<file path="src/rtl/bwt_pkg.sv">
package bwt_pkg;

  localparam int WT_W      = 5;   // wide enough for the largest wait (17)
  localparam int NUM_WIN   = 3;   // external ROM windows
  localparam int WIN_SLOTS = 4;   // index space of a 2-bit window number
  localparam int WIN_BASE  = 2;   // first configuration bit of window 0
  localparam int WIN_FIELD = 3;   // configuration bits per window
  localparam int PF_BIT    = 14;  // prefetch enable bit

  localparam logic [3:0] RGN_EXT_RAM  = 4'd2;
  localparam logic [3:0] RGN_BATT_RAM = 4'd14;

  localparam logic [WT_W-1:0] EXT_RAM_W16 = WT_W'(2);
  localparam logic [WT_W-1:0] EXT_RAM_W32 = WT_W'(5);

  typedef enum logic [1:0] {
    KIND_LOAD  = 2'd0,
    KIND_STORE = 2'd1,
    KIND_FETCH = 2'd2,
    KIND_BURST = 2'd3
  } accKind_e;

  typedef struct packed {
    logic load;   // latch a new cost and start counting
    logic step;   // count one busy cycle
  } ctrlStrobe_t;

  // First-access code to wait cycles: 0->4, 1->3, 2->2, 3->8
  function automatic logic [WT_W-1:0] firstWait(input logic [1:0] code);
    case (code)
      2'd0:    return WT_W'(4);
      2'd1:    return WT_W'(3);
      2'd2:    return WT_W'(2);
      default: return WT_W'(8);
    endcase
  endfunction

  // Sequential wait: 1 when the fast bit is set, else 2 << window
  function automatic logic [WT_W-1:0] seqWait(input int win, input logic fast);
    return fast ? WT_W'(1) : WT_W'(2 << win);
  endfunction

  function automatic logic isRomRegion(input logic [3:0] rgn);
    return rgn[3] && (rgn[2:1] != 2'b11);
  endfunction

endpackage

</file>
<file path="src/rtl/bwt_datapath.sv">
module bwt_datapath
  import bwt_pkg::*;
#(
  parameter int LEN_W = 8,
  parameter int CYC_W = LEN_W + 5
) (
  input  logic             clk,
  input  logic             rstN,
  input  logic             cfgWe,
  input  logic [15:0]      cfgData,
  input  logic [3:0]       reqRegion,
  input  accKind_e         reqKind,
  input  logic             reqWide,
  input  logic             reqSeq,
  input  logic [LEN_W-1:0] reqLen,
  input  ctrlStrobe_t      strobe,
  output logic [CYC_W-1:0] costCycles,
  output logic             lastStep
);

  logic [15:0] cfgReg;

  always_ff @(posedge clk or negedge rstN) begin
    if (!rstN)      cfgReg <= '0;
    else if (cfgWe) cfgReg <= cfgData;
  end

  logic unusedCfgBits;
  assign unusedCfgBits = ^{cfgReg[15], cfgReg[13:11]};

  // Per-window 16-bit waits decoded from the register fields
  logic [WT_W-1:0] winN16 [WIN_SLOTS];
  logic [WT_W-1:0] winS16 [WIN_SLOTS];

  for (genvar w = 0; w < WIN_SLOTS; w++) begin : g_win
    if (w < NUM_WIN) begin : g_live
      assign winN16[w] = firstWait(cfgReg[WIN_BASE + WIN_FIELD*w +: 2]);
      assign winS16[w] = seqWait(w, cfgReg[WIN_BASE + WIN_FIELD*w + 2]);
    end else begin : g_pad
      assign winN16[w] = '0;
      assign winS16[w] = '0;
    end
  end

  // Region decode into the four wait figures and the prefetch-path waits
  logic            romHit;
  logic [WT_W-1:0] ramN;
  logic [WT_W-1:0] n16, s16, n32, s32, pf16, pf32;

  always_comb begin
    romHit = isRomRegion(reqRegion);
    ramN   = firstWait(cfgReg[1:0]);
    n16 = '0;
    s16 = '0;
    n32 = '0;
    s32 = '0;
    if (reqRegion == RGN_EXT_RAM) begin
      n16 = EXT_RAM_W16;
      s16 = EXT_RAM_W16;
      n32 = EXT_RAM_W32;
      s32 = EXT_RAM_W32;
    end else if (romHit) begin
      n16 = winN16[reqRegion[2:1]];
      s16 = winS16[reqRegion[2:1]];
      n32 = n16 + WT_W'(1) + s16;
      s32 = (s16 << 1) + WT_W'(1);
    end else if (reqRegion == RGN_BATT_RAM) begin
      n16 = ramN;
      s16 = ramN;
      n32 = (ramN << 1) + WT_W'(1);
      s32 = n32;
    end
    pf16 = (romHit && cfgReg[PF_BIT]) ? '0 : s16;
    pf32 = (romHit && cfgReg[PF_BIT]) ? '0 : s32;
  end

  // Cost of the access on offer
  logic [WT_W-1:0]  accWait;
  logic [LEN_W-1:0] lenM1;
  logic [CYC_W-1:0] costNext;

  always_comb begin
    accWait = reqWide ? (reqSeq ? s32 : n32) : (reqSeq ? s16 : n16);
    lenM1   = (reqLen == '0) ? '0 : reqLen - LEN_W'(1);
    case (reqKind)
      KIND_LOAD:  costNext = CYC_W'(accWait) + CYC_W'(2);
      KIND_STORE: costNext = CYC_W'(accWait) + CYC_W'(1);
      KIND_FETCH: costNext = CYC_W'(reqWide ? pf32 : pf16) + CYC_W'(1);
      default:    costNext = CYC_W'(n32) + CYC_W'(1)
                           + CYC_W'(lenM1) * (CYC_W'(s32) + CYC_W'(1));
    endcase
  end

  // Cost latch and busy-cycle down-counter
  logic [CYC_W-1:0] remain;

  always_ff @(posedge clk or negedge rstN) begin
    if (!rstN) begin
      costCycles <= '0;
      remain     <= '0;
    end else if (strobe.load) begin
      costCycles <= costNext;
      remain     <= costNext;
    end else if (strobe.step) begin
      remain <= remain - CYC_W'(1);
    end
  end

  assign lastStep = (remain == CYC_W'(1));


  cost_hold_chk: assert property (@(posedge clk) disable iff (!rstN)
    !strobe.load |=> $stable(costCycles));


  busy_count_live_chk: assert property (@(posedge clk) disable iff (!rstN)
    strobe.step |-> (remain != '0));


  cost_floor_chk: assert property (@(posedge clk) disable iff (!rstN)
    strobe.load |=> (costCycles != '0));

endmodule

</file>
<file path="src/rtl/bwt_ctrl.sv">
module bwt_ctrl
  import bwt_pkg::*;
(
  input  logic        clk,
  input  logic        rstN,
  input  logic        reqValid,
  input  logic        lastStep,
  output ctrlStrobe_t strobe,
  output logic        ready
);

  logic busy;

  assign ready       = !busy;
  assign strobe.load = reqValid && !busy;
  assign strobe.step = busy;

  always_ff @(posedge clk or negedge rstN) begin
    if (!rstN)                busy <= 1'b0;
    else if (strobe.load)     busy <= 1'b1;
    else if (busy && lastStep) busy <= 1'b0;
  end


  accept_drop_chk: assert property (@(posedge clk) disable iff (!rstN)
    (reqValid && ready) |=> !ready);


  release_chk: assert property (@(posedge clk) disable iff (!rstN)
    (!ready && lastStep) |=> ready);


  idle_hold_chk: assert property (@(posedge clk) disable iff (!rstN)
    (ready && !reqValid) |=> ready);

endmodule

</file>
<file path="src/rtl/bus_wait_timer.sv">
module bus_wait_timer
  import bwt_pkg::*;
#(
  parameter  int LEN_W = 8,
  localparam int CYC_W = LEN_W + 5
) (
  input  logic             clk,
  input  logic             rstN,
  input  logic             cfgWe,
  input  logic [15:0]      cfgData,
  input  logic             reqValid,
  input  logic [3:0]       reqRegion,
  input  logic [1:0]       reqKind,
  input  logic             reqWide,
  input  logic             reqSeq,
  input  logic [LEN_W-1:0] reqLen,
  output logic             ready,
  output logic [CYC_W-1:0] costCycles
);

  ctrlStrobe_t strobe;
  logic        lastStep;

  bwt_ctrl u_ctrl (
    .clk      (clk),
    .rstN     (rstN),
    .reqValid (reqValid),
    .lastStep (lastStep),
    .strobe   (strobe),
    .ready    (ready)
  );

  bwt_datapath #(.LEN_W(LEN_W), .CYC_W(CYC_W)) u_dp (
    .clk        (clk),
    .rstN       (rstN),
    .cfgWe      (cfgWe),
    .cfgData    (cfgData),
    .reqRegion  (reqRegion),
    .reqKind    (accKind_e'(reqKind)),
    .reqWide    (reqWide),
    .reqSeq     (reqSeq),
    .reqLen     (reqLen),
    .strobe     (strobe),
    .costCycles (costCycles),
    .lastStep   (lastStep)
  );


  cfg_midflight_chk: assert property (@(posedge clk) disable iff (!rstN)
    (!ready && cfgWe) |=> $stable(costCycles));

endmodule

</file>
<file path="config.mk">
export PLATFORM = sky130hd
export DESIGN_NAME = bus_wait_timer
export DESIGN_NICKNAME = d
export VERILOG_FILES = /design/src/rtl/bwt_pkg.sv /design/src/rtl/bwt_datapath.sv /design/src/rtl/bwt_ctrl.sv /design/src/rtl/bus_wait_timer.sv
export SDC_FILE = /design/constraint.sdc
export NUM_CORES = 1
export LEC_CHECK = 0
export ABC_AREA = 1
export ABC_CLOCK_PERIOD_IN_PS = 5200
export BUFFER_PORTS_ARGS = -buffer_cell sky130_fd_sc_hd__buf_2
export CAP_MARGIN = 20
export CORE_UTILIZATION = 35
export DETAILED_ROUTE_END_ITERATION = 8
export PLACE_DENSITY = 0.56
export SKIP_CTS_REPAIR_TIMING = 1
export SLEW_MARGIN = 0
export SYNTH_ARGS = -nofsm -noshare
export SYNTH_HDL_FRONTEND = slang
export SYNTH_SLANG_ARGS = --single-unit
</file>
<file path="constraint.sdc">
create_clock -name clk -period 5.2 [get_ports clk]
set_input_delay 1.04 -clock clk [delete_from_list [all_inputs] [get_ports clk]]
set_output_delay 1.04 -clock clk [all_outputs]
set_load 0.01 [all_outputs]
</file>
* Word level (Yosys, flattened, before mapping)
Index checks and enable logic that the tools add are counted.
W data, S select, Z words.
** Word-level totals
- Flip-flop bits (word level) :: 42
- Input port bits :: 36
- Output and inout port bits :: 14
- Logic and storage cells :: 81
** Cells by class
- Add/subtract/negate cells :: 12
- Multiply operators :: 1
- $lt $le $gt $ge :: 1
- Equal/unequal tests :: 14
- Muxes and demuxes :: 35
- Bitwise logic cells :: 1
- Reduce and logical (&&, ||, !) cells :: 13
** Operators with widths (count)
- $mux W5 :: 19
- $pmux W4 S3 :: 4
- $pmux W13 S3 :: 1
- $mux W13 :: 2
- $bmux W5 S2 :: 2
- $add A5 B1 Y6 const B :: 3
- $add A5 B1 Y5 const B :: 3
- $add A13 B1 Y13 const B :: 1
- $add A13 B13 Y13 :: 1
- $eq A13 B1 Y1 const B :: 1
- $mul A8 B13 Y13 :: 1
- $sub A13 B1 Y13 const B :: 1
- $eq A2 B1 Y1 const B :: 5
- $eq A2 B2 Y1 const B :: 5
- $logic_not A2 Y1 :: 5
- $logic_not A8 Y1 :: 1
- $mux W4 :: 2
- $mux W8 :: 1
- $sub A8 B1 Y8 const B :: 1
- $add A5 B2 Y6 const B :: 1
- $add A5 B5 Y5 :: 1
- $eq A4 B2 Y1 const B :: 1
- $eq A4 B4 Y1 const B :: 1
- $logic_and A1 B1 Y1 :: 4
- 8 further kinds :: 10

* Logic depth before layout (Yosys ltp)
- Depth after elaboration :: 14
- Mapped depth :: 31
- Mapped depth without buffers :: 31

* Cells and area by module
Synthesis repeated with hierarchy kept, for this count alone.
** Unflattened totals
- Cells, all modules :: 708
- Area, all modules :: 4919.7 µm²
** By module, submodules not included
- bwt_datapath :: instances 1, cells each 700, area each 4859.7 µm², sequential area each 950.9 µm²
- bwt_ctrl :: instances 1, cells each 8, area each 60.1 µm², sequential area each 25.0 µm²

* Worst setup path after synthesis
Ideal clock, no wire load.
- Kind :: in2reg
- From :: in reqRegion[2]
- To :: reg u_dp.remain[10]
- Library setup time :: 131 ps
- Arrival :: 6020 ps
- Required time :: 5069 ps
- Setup slack :: -952 ps
- Stages :: 28
- Buffers on the path :: 1
- Path through :: buf_6 > nor2_2 > nand2_1 > nand3_2 > nand2_2 > nand2_4 > clkinv_2 > ha_1 > nand3_1 > xor2_1 > inv_1 > nand2_1 > fa_1 > fa_1 > inv_1 > fa_1 > inv_1 > fa_1 > inv_1 > ha_1 > a21oi_1 > o21ai_0 > a21oi_1 > or2_2 > a31oi_1 > or2_2 > nand3_1 > o211ai_1
** On the way
- Word-level cells in the longest chain between the ends :: 12
- Elaborated cells between the ends (all ways) :: 33
- Classes of those cells :: add/sub: 7; mul: 1; eq/ne: 3; mux: 19; bitwise: 1; reduce/logical: 2
** RTL lines
- from (decl) :: line bus_wait_timer.sv:12 : input logic [3:0] reqRegion,
- $not A2 Y3 (not written as such) :: line bwt_datapath.sv:63, bwt_datapath.sv:64
- $bmux W5 S2, on equally long branches :: line bwt_datapath.sv:64, bwt_datapath.sv:63
- $mux W5, on equally long branches (2 in series) :: line bwt_datapath.sv:64, bwt_datapath.sv:63
- $add A5 B1 Y5, on equally long branches :: line bwt_datapath.sv:66, bwt_datapath.sv:65
- $mux W5 / $add A5 B5 Y5 (equally long branches) :: line bwt_datapath.sv:62, bwt_datapath.sv:65
- $mux W5, on equally long branches :: line bwt_datapath.sv:57, bwt_datapath.sv:62
- $add A5 B1 Y6 (tied with other cells) :: line bwt_datapath.sv:90 : + CYC_W'(lenM1) * (CYC_W'(s32) + CYC_W'(1));
- $mul A8 B13 Y13 (tied with other cells) :: line bwt_datapath.sv:90
- $add A13 B13 Y13 / $add A13 B1 Y13 (equally long branches) :: line bwt_datapath.sv:90, bwt_datapath.sv:88
- $pmux W13 S3 (*) :: line bwt_datapath.sv:85 : case (reqKind)
- $mux W13 (*) :: line bwt_datapath.sv:101 : end else if (strobe.load) begin
- to (signal assigned) :: line bwt_datapath.sv:103 : remain <= costNext;
- to (signal assigned) :: line bwt_datapath.sv:105 : remain <= remain - CYC_W'(1);
- to (decl) :: line bwt_datapath.sv:95 : logic [CYC_W-1:0] remain;
Mark *: on every way between the ends. The rest lies on a longest branch, timed or not. The select of a mux whose other input is x is not followed.
A chain may end at the register's enable or synchronous reset.

* Worst setup path in the final report
- From :: in reqRegion[3]
- To :: reg u_dp.remain[10]
** On the way
- Word-level cells in the longest chain between the ends :: 9
- Elaborated cells between the ends (all ways) :: 22
- Classes of those cells :: add/sub: 4; mul: 1; eq/ne: 2; mux: 13; reduce/logical: 2
** RTL lines
- $eq A4 B4 Y1 :: line bwt_datapath.sv:67 : end else if (reqRegion == RGN_BATT_RAM) begin
- $mux W5 / $mux W4 (equally long branches) :: line bwt_datapath.sv:67
- $mux W5 :: line bwt_datapath.sv:62 : end else if (romHit) begin
- $mux W5 :: line bwt_datapath.sv:57 : if (reqRegion == RGN_EXT_RAM) begin
- $add A5 B1 Y6 (tied with other cells) :: line bwt_datapath.sv:90
- $mul A8 B13 Y13 / $mux W5 (equally long branches) :: line bwt_datapath.sv:90, bwt_datapath.sv:88
- $add A13 B13 Y13 / $add A13 B1 Y13 (equally long branches) :: line bwt_datapath.sv:90, bwt_datapath.sv:88
- $pmux W13 S3 (*) :: line bwt_datapath.sv:85
- $mux W13 (*) :: line bwt_datapath.sv:101
Mark *: on every way between the ends. The rest lies on a longest branch, timed or not.

==> results.cfg <==
[outcome]
status = complete, but fails checks
violations = negative setup slack

[drt]
viasPerCell = 4.757
drt_wl_total_um = 12860
firstDrtPassIters = 5
ant_nets = 0
vias = 5009
routedWlPerCell_um = 12.21
drc = 0
dr.first_iter.drc_count = 214

[yosys]
yosys_most_used_dff = dfrtp_1
netlist_top_cells_area = dfrtp_1 19%, ha_1 14%, nand2_1 13%, fa_1 11%, inv_1 9.4%
synth_cell_type_count = 42
synth_top_family_by_area = simple AND/OR/NAND/NOR gates
synthAdderAreaFrac_pct = 25.17
syn_inst = 721
synthesis.area_um2 = 5011
synth_seq_cells = 39
synth_nets = 841
synth_top_area_share_pct = 19.48
synth-compound-area-share_pct = 9.613
synth_edf_count = 0
async_flop_share_pct = 100.0
syn_area_per_cell_um2 = 6.950
ys_warn_count = 0
yosys.area.top_type = dfrtp_1
ys_seq_area_share_pct = 19.48
synth-simple-area-share_pct = 32.33
synth.mux.area_fraction_pct = 0
synthXorXnorAreaFrac_pct = 2.447

[floorplanning]
core_region_area_um2 = 13930
start_util_pct = 35.96
dieWidth_um = 121.7
rows = 43
die_area_um2 = 14800
pin_count = 50
dieHeight_um = 121.7

[critical_path]
startpoint_type = input port
crit_path_end_kind = flip-flop
worstPathArrival_ps = 5610
required_ps = 5360
crit_type = in -> reg
critPathMaxFanout = 5

[global_routing]
antenna_found_initial = 0
grt-busiest-layer = met2
grt_pass1_vias = 4944
grt_pass1_wl_um = 22000
grt_max_degree = 40
grt_use_met3_pct = 1.498
met2_usage_pct = 30.26
met1_usage_pct = 25.77
grt_usage_pct = 18.44
grt_remaining_overflow = 0

[hold_path]
hp-class = reg -> reg

[placement]
dpl_worst_slack_ps = -739.8
port_buffers = 45
gp_congestion = 0.8642
dp.cells = 1032
dp_hpwl_um = 10690

[power_and_ir_drop]
internal_power_uw = 1181
p_switching_uw = 864.7
powerDensity_nw_per_um2 = 304.4
switching_share_pct = 42.27
clock_power_share_pct = 14.7
p_seq_share_pct = 21.1
ir_drop_uv = 257.8
power_uw = 2046
p_leak_uw = 0.003704
combPwrFrac_pct = 64.2

[timing]
rsz0062_at_grt = yes
worst_slew_pin_slew_ps = 869.8
drv_slew = 0
finalSetupViolCount = 14
min_period_ps = 5448
final.period_utilization_pct = 104.8
slew_headroom_pct = 42.02
fmax_mhz = 183.5
worst_slack_ps = -248.3
skew_ps = 6.053
hold_viol = 0

[clocking]
clock_latency_ps = 290
clock-sinks = 39
clk_pin_slew_worst_paths_ps = 60
cts_tree = yes
clockBufferDepth = 2
htree_levels = 2
cts-root-buf = clkbuf_16
numCtsBuffers = 5

[finish]
synthToLayoutAreaGrowth_pct = 34.13
n_fill_cell = 1377
utilization_pct = 48.24
stdcell_count = 1053
drive_above_1_share_pct = 30.01
nets = 992
antenna_cells = 0

[run]
maxCapViolations = 0
## flip-flops by register name, summed over array words and instances, names as in the netlist
name and cells:
u_dp.cfgReg 12, u_dp.remain 13, u_dp.costCycles 13, u_ctrl.busy 1
## Yosys cell counts, types with 10 or more instances
cell     count
nand3_1     53
a21oi_1     27
o21ai_0     27
nor2_1      77
nand2_1    171
dfrtp_1     39
or2_2       10
ha_1        56
inv_1      126
fa_1        28
## metal layers
metal	share of wire, %	up-vias
met2	47	104
met3	3.1	15
met4	1.3	0
met1	49	2318
li1	-	2572
met5	0	-
## cell usage in the layout, fill, tap and decap left out, drive strengths merged
cell type | Yosys | routed
nand3 | 58 | 58
o2111ai | 2 | 2
buf | 2 | 152
ha | 56 | 56
and3 | 1 | 1
a21boi | 3 | 3
a22oi | 4 | 4
nand3b | 2 | 2
o211ai | 7 | 7
fa | 28 | 28
clkbuf | 6 | 6
nor2 | 84 | 84
clkinv | 2 | 3
inv | 132 | 132
o21a | 1 | 1
nand4 | 7 | 7
xor2 | 9 | 9
dfrtp | 39 | 39
a31oi | 2 | 2
o21ai | 34 | 34
nand2 | 184 | 184
clkinvlp | 0 | 1
nor3 | 9 | 9
or2 | 12 | 12
and2 | 3 | 3
xnor2 | 5 | 5
o221ai | 1 | 1
a21oi | 28 | 28
## worst max-delay path, cell delays in order
cell      delay (ps)
buf_4            150
nand2_2           80
inv_2             40
buf_4            130
nor2_4           110
nand2_4           70
ha_4             170
or2_4            230
nand2_4          100
nor2_4            40
fa_1             490
inv_2             40
fa_1             520
inv_2             40
fa_1             490
inv_2             40
fa_1             510
inv_2             50
ha_4             260
a21oi_2          150
o21ai_2           70
a21oi_2          150
or2_4            160
a31oi_4           70
or2_4            230
nand3_2           70
o211ai_1          90
## final timing paths
check	startpoint	to	slack, ps	cells after the start
worst max-delay path	reqRegion[3]	u_dp.remain[10]	-250	27
worst min register to register	u_dp.costCycles[11]	u_dp.costCycles[11]	470	2
worst min-delay path	u_dp.costCycles[11]	u_dp.costCycles[11]	470	2
worst max register to register	u_dp.cfgReg[0]	u_dp.remain[10]	80	27
max in group asynchronous	rstN	u_dp.remain[8]	3780	1
min in group asynchronous	rstN	u_dp.cfgReg[9]	870	1
## stage by stage
stage	hold WS, ps	setup TNS (ps)	instance area, um^2
finish	468.6	-1909	6721
global route	494.8	-5290	6721
CTS	478.9	-4255	6402
detailed placement	462.4	-9262	6261
global placement	463.8	-8598	6261
floorplan	471.9	-2772	5151
## power by group through the flow
stage | Combinational [uW] | Clock (uW) | Sequential [uW]
2_1_floorplan | 743 | 0 | 433
3_3_place_gp | 1140 | 0 | 431
3_5_place_dp | 1160 | 0 | 434
4_1_cts | 1170 | 315 | 431
5_1_grt | 1490 | 325 | 443
6_report | 1310 | 301 | 431
## final cells by class
class / count / area (um^2) / share of cell area [%]
multi-input combinational: 540 / 3802 / 56.57
timing repair buffer: 152 / 1056 / 15.71
sequential: 39 / 975.9 / 14.52
inverter: 134 / 520.5 / 7.744
tap: 180 / 225.2 / 3.351
clock buffer: 6 / 128.9 / 1.917
clock inverter: 2 / 12.51 / 0.1862
## kinds of logic (layout without fill, tap and decap cells)
group	Yosys count	count (layout)
flops	39	39
simple gates	360	360
buf+inv	142	294
xor+xnor	14	14
fa+ha+maj	84	84
compound gates	82	82
(Power assumes the default switching activity.)
